===== src/rtl/sha512r_pkg.sv =====
package sha512r_pkg;
  localparam int WORD_W = 64;
  localparam int LANES  = 4;
  localparam int VEC_W  = WORD_W * LANES;
  localparam int ADD_W  = WORD_W * 2;
  localparam int BS0_A = 28, BS0_B = 34, BS0_C = 39;
  localparam int BS1_A = 14, BS1_B = 18, BS1_C = 41;

  typedef logic [WORD_W-1:0] word_t;

  typedef struct packed {
    word_t a, b, c, d, e, f, g, h;
  } wvars_t;

  typedef enum logic [1:0] {PH_IDLE = 2'd0, PH_RND2 = 2'd1, PH_HOLD = 2'd2} phase_t;

  function automatic word_t rotr(input word_t x, input int n);
    return (x >> n) | (x << (WORD_W - n));
  endfunction

  function automatic word_t bsig0(input word_t x);
    return rotr(x, BS0_A) ^ rotr(x, BS0_B) ^ rotr(x, BS0_C);
  endfunction

  function automatic word_t bsig1(input word_t x);
    return rotr(x, BS1_A) ^ rotr(x, BS1_B) ^ rotr(x, BS1_C);
  endfunction

  function automatic word_t choose(input word_t e, input word_t f, input word_t g);
    return (e & f) ^ (~e & g);
  endfunction

  function automatic word_t majority(input word_t a, input word_t b, input word_t c);
    return (a & b) ^ (a & c) ^ (b & c);
  endfunction

  function automatic wvars_t one_round(input wvars_t s, input word_t addend);
    wvars_t n;
    word_t  t;
    t   = choose(s.e, s.f, s.g) + bsig1(s.e) + addend + s.h;
    n.a = t + majority(s.a, s.b, s.c) + bsig0(s.a);
    n.b = s.a;
    n.c = s.b;
    n.d = s.c;
    n.e = t + s.d;
    n.f = s.e;
    n.g = s.f;
    n.h = s.g;
    return n;
  endfunction
endpackage


===== src/rtl/sha512r_round.sv =====
module sha512r_round
  import sha512r_pkg::*;
(
  input  wvars_t cur,
  input  word_t  addend,
  output wvars_t nxt
);
  assign nxt = one_round(cur, addend);
endmodule


===== src/rtl/sha512r_ctrl.sv =====
module sha512r_ctrl
  import sha512r_pkg::*;
(
  input  logic clk,
  input  logic rst,
  input  logic in_valid,
  input  logic out_ready,
  output logic in_ready,
  output logic out_valid,
  output logic accept_fire,
  output logic rnd2_fire,
  output logic take_fire
);
  phase_t ph;

  assign in_ready    = (ph == PH_IDLE);
  assign out_valid   = (ph == PH_HOLD);
  assign rnd2_fire   = (ph == PH_RND2);
  assign accept_fire = in_valid && in_ready;
  assign take_fire   = out_valid && out_ready;

  always_ff @(posedge clk) begin
    if (rst) begin
      ph <= PH_IDLE;
    end else begin
      case (ph)
        PH_IDLE: if (accept_fire) ph <= PH_RND2;
        PH_RND2: ph <= PH_HOLD;
        PH_HOLD: if (out_ready) ph <= PH_IDLE;
        default: ph <= PH_IDLE;
      endcase
    end
  end


  rst_idle_chk: assert property (@(posedge clk) rst |=> (in_ready && !out_valid));

  busy_after_accept_chk: assert property (@(posedge clk) disable iff (rst)
    accept_fire |=> (!in_ready && !out_valid && rnd2_fire));

  two_cycle_latency_chk: assert property (@(posedge clk) disable iff (rst)
    rnd2_fire |=> out_valid);

  hold_valid_chk: assert property (@(posedge clk) disable iff (rst)
    (out_valid && !out_ready) |=> out_valid);

  free_after_take_chk: assert property (@(posedge clk) disable iff (rst)
    take_fire |=> (in_ready && !out_valid));

  phase_excl_chk: assert property (@(posedge clk) disable iff (rst)
    $onehot0({in_ready, rnd2_fire, out_valid}));
endmodule


===== src/rtl/sha512r_top.sv =====
module sha512r_top
  import sha512r_pkg::*;
(
  input  logic             clk,
  input  logic             rst,
  input  logic             in_valid,
  output logic             in_ready,
  input  logic [VEC_W-1:0] lead_in,
  input  logic [VEC_W-1:0] trail_in,
  input  logic [ADD_W-1:0] addend_in,
  output logic             out_valid,
  input  logic             out_ready,
  output logic [VEC_W-1:0] lead_out
);
  word_t  lead_w [LANES];
  word_t  trail_w[LANES];
  wvars_t in_vars, st, rnd_in, rnd_out;
  word_t  addend_hi, rnd_addend;
  logic   accept_fire, rnd2_fire, take_fire;

  for (genvar i = 0; i < LANES; i++) begin : g_unpack
    assign lead_w[i]  = lead_in [i*WORD_W +: WORD_W];
    assign trail_w[i] = trail_in[i*WORD_W +: WORD_W];
  end

  assign in_vars = '{a: lead_w[3],  b: lead_w[2],  c: trail_w[3], d: trail_w[2],
                     e: lead_w[1],  f: lead_w[0],  g: trail_w[1], h: trail_w[0]};

  sha512r_ctrl u_ctrl (
    .clk(clk), .rst(rst), .in_valid(in_valid), .out_ready(out_ready),
    .in_ready(in_ready), .out_valid(out_valid), .accept_fire(accept_fire),
    .rnd2_fire(rnd2_fire), .take_fire(take_fire)
  );

  assign rnd_in     = accept_fire ? in_vars : st;
  assign rnd_addend = accept_fire ? addend_in[WORD_W-1:0] : addend_hi;

  sha512r_round u_round (.cur(rnd_in), .addend(rnd_addend), .nxt(rnd_out));

  always_ff @(posedge clk) begin
    if (rst) begin
      st        <= '0;
      addend_hi <= '0;
    end else begin
      if (accept_fire || rnd2_fire) st <= rnd_out;
      if (accept_fire) addend_hi <= addend_in[ADD_W-1:WORD_W];
    end
  end

  assign lead_out = {st.a, st.b, st.e, st.f};


  hold_data_chk: assert property (@(posedge clk) disable iff (rst)
    (out_valid && !out_ready) |=> $stable(lead_out));

  busy_ignore_chk: assert property (@(posedge clk) disable iff (rst)
    (out_valid && !take_fire) |=> $stable(st));
endmodule


===== config.mk =====
export PLATFORM = sky130hd
export DESIGN_NAME = sha512r_top
export DESIGN_NICKNAME = d
export VERILOG_FILES = /design/src/rtl/sha512r_pkg.sv /design/src/rtl/sha512r_round.sv /design/src/rtl/sha512r_ctrl.sv /design/src/rtl/sha512r_top.sv
export SDC_FILE = /design/constraint.sdc
export NUM_CORES = 2
export LEC_CHECK = 0
export ABC_AREA = 1
export BUFFER_PORTS_ARGS = -buffer_cell sky130_fd_sc_hd__buf_2
export CORE_AREA = 2 2 350 352
export DETAILED_ROUTE_END_ITERATION = 8
export DIE_AREA = 0 0 352 354
export SLEW_MARGIN = 15
export SYNTH_ARGS = -nofsm -noshare
export SYNTH_HDL_FRONTEND = slang
export SYNTH_SLANG_ARGS = --single-unit
export TNS_END_PERCENT = 20

===== constraint.sdc =====
create_clock -name clk -period 9.88 [get_ports clk]
set_input_delay 1.482 -clock clk [delete_from_list [all_inputs] [get_ports clk]]
set_output_delay 1.482 -clock clk [all_outputs]
set_load 0.02 [all_outputs]

==> impl_metrics.tcl <==
set metrics [dict create \
    hold_ws_ns 0.473 \
    yosysTopAreaCell "dfxtp_1" \
    cts_tree "built" \
    drc 0 \
    core_area_mm2 0.121 \
    cp_common_cell "nand2_1" \
    synthTopCellsByCount "inv_1, nand2_1, o21ai_0" \
    die_width_um 352 \
    drv_cap 0 \
    status "complete, no violations" \
    yosysMostFrequentCell "inv_1" \
    finalWirelength_um 238000 \
    rsz0062_at_grt "false" \
    dp_hpwl_um 198000 \
    grt_pass1_wl_um 339000 \
    synth_top_area_share 0.223 \
    io_pins 902 \
    hold_class "register to register" \
    final_nets 9801 \
    grt_pass1_vias 50800 \
    dr.pass1.iters 8 \
    drive_gt1_frac 0.162 \
    cts_buffers 73 \
    cts.clk_slew.worst_paths_ns 0.06 \
    synth_cell_type_count 53 \
    chipHeight_um 354 \
    syn_area_per_cell_um2 6.35 \
    startpoint "in_valid" \
    ys_async_sr_fraction 0 \
    postCtsResizedCells 0 \
    grtUsageTotal 0.368 \
    synth_ff_type "dfxtp_1" \
    via_per_inst 5.13 \
    cts-htree-levels 3 \
    globalplace.congestion 1.00 \
    drt-initial-drc-count 5075 \
    finalHoldViolCount 0 \
    fp.dieArea_mm2 0.125 \
    synthToLayoutAreaGrowth_pct 14.9 \
    port_buffers 901 \
    skew_ns 0.0320 \
    min_from "addend_hi[55]$_SDFFE_PP0N_" \
    path_class "input port to register" \
    yosysSeqAreaShare 0.223 \
    vias 53800 \
    start_kind "input port" \
    syn_nets 9176 \
    wl_per_cell_um 22.7 \
    endpoint_kind "register" \
    antenna_left 0 \
    fillers 12900 \
    period_share 0.948 \
    synth-edff-count 0 \
    grt_max_degree 183 \
    antenna_found_initial 16 \
    yosysWarnings 0 \
    hold_buffers 0 \
    critPathMaxStageDelay_ns 0.62 \
    synth-seq-cells 578 \
    insertion_delay_ns 0.68 \
    clock_path_buffers 3 \
    slowest_stage "fa_1" \
    setup_violations 0 \
    min_period_ns 9.37 \
    synthesis.area_mm2 0.0518 \
    arrival_ns 9.97 \
    cts_sinks 578 \
    reg2reg_from "u_ctrl.ph[1]$_SDFFE_PP0P_" \
    worst_slew_pin_slew_ns 1.33 \
    crit_required_ns 10.48 \
    slew_violations 0 \
    postCtsSetupBuffers 0 \
    fp-row-count 128 \
    slew_headroom 0.102 \
    clockRootBuffer "clkbuf_16" \
    critPathMaxFanout 71 \
    initial_utilization 0.429 \
    synth.area.top_cells "dfxtp_1, inv_1, nand2_1, o21ai_0, fa_1" \
    overflow 0 \
    clock.fmax_mhz 107 \
    synthCells 8167 \
]
logic make-up (layout without fill, tap and decap cells):
logic type	count (synthesis)	in the layout	share of synthesized area
adder cells (fa/ha/maj)	381	381	0.117
AO/OA/AOI/OAI	2015	2015	0.208
buffers and inverters	2394	3073	0.193
other	0	11	0
AND/OR/NAND/NOR	2400	2400	0.192
XOR/XNOR	399	399	0.0674
flip-flops	578	578	0.223
through the flow:
stage	TNS [ns]	utilization	instances	worst slack (ns)	instance area [um2]
after floorplan	0	-	8167	1.68	51800
after global placement	-0.0131	0.472	10300	-0.0131	57100
after detailed placement	0	0.472	10300	0.0656	57100
after CTS	0	0.492	10500	0.729	59500
after global routing	0	0.492	10500	0.206	59500
final	0	0.493	10500	0.512	59600
layer usage:
| layer | wire [um] | vias to the layer above | track usage | part of all wire |
|---|---|---|---|---|
| met5 | 63 | - | 0 | 0.00026 |
| met4 | 10700 | 10 | 0.150 | 0.045 |
| met3 | 15100 | 352 | 0.0491 | 0.063 |
| met2 | 110000 | 1991 | 0.615 | 0.46 |
| met1 | 102000 | 25100 | 0.479 | 0.43 |
| li1 | - | 26300 | - | - |
critical path, delay by kind of cell:
kind,cells,cell delay (ns)
simple gates,15,3.23
xor+xnor,2,0.68
compound gates,4,0.74
fa+ha+maj,5,2.38
buf+inv,10,1.25
registers in the layout, summed over array words and instances (netlist names):
signal     flops
u_ctrl.ph      2
st           256
addend_hi     64
lead_out     256
final cells by class:
cell class	instances	area (um2)	share of cell area
Clock inverter	18	300	0.00504
Antenna cell	11	27.5	0.000462
Timing Repair Buffer	1118	6300	0.106
Inverter	1826	6870	0.115
Sequential cell	578	11600	0.194
Tap cell	1625	2030	0.0341
Clock buffer	111	2180	0.0366
Multi-Input combinational cell	5195	30300	0.508
path summary, 6_finish.rpt:
kind | endpoint | slack (ns) | depth (start not counted)
max reg2reg | lead_out[249]$_SDFFE_PP0P_ | 0.94 | 36
max | lead_out[249]$_SDFFE_PP0P_ | 0.51 | 36
min | addend_hi[55]$_SDFFE_PP0N_ | 0.47 | 2
min reg2reg | addend_hi[55]$_SDFFE_PP0N_ | 0.47 | 2
placed cells by master (no fill, tap or decap), types with 22 or more instances in the layout:
| cell type | n |
|---|---|
| xor2_1 | 241 |
| fa_1 | 177 |
| o211ai_1 | 119 |
| nand3_1 | 132 |
| nor2_1 | 242 |
| or2_2 | 48 |
| o21ai_0 | 1004 |
| o21ai_1 | 106 |
| nand4_1 | 26 |
| nand3_2 | 22 |
| a31oi_1 | 41 |
| nor2_2 | 25 |
| nand2_1 | 1794 |
| ha_1 | 188 |
| buf_4 | 205 |
| dfxtp_1 | 578 |
| a21oi_1 | 626 |
| xnor2_1 | 158 |
| clkbuf_16 | 74 |
| inv_1 | 1803 |
| a21boi_0 | 23 |
| buf_2 | 900 |
| nand2_2 | 42 |
Power is left out: the tool's default activity adds up to more than one toggle a clock period on the data nets, which glitch-free logic cannot reach.
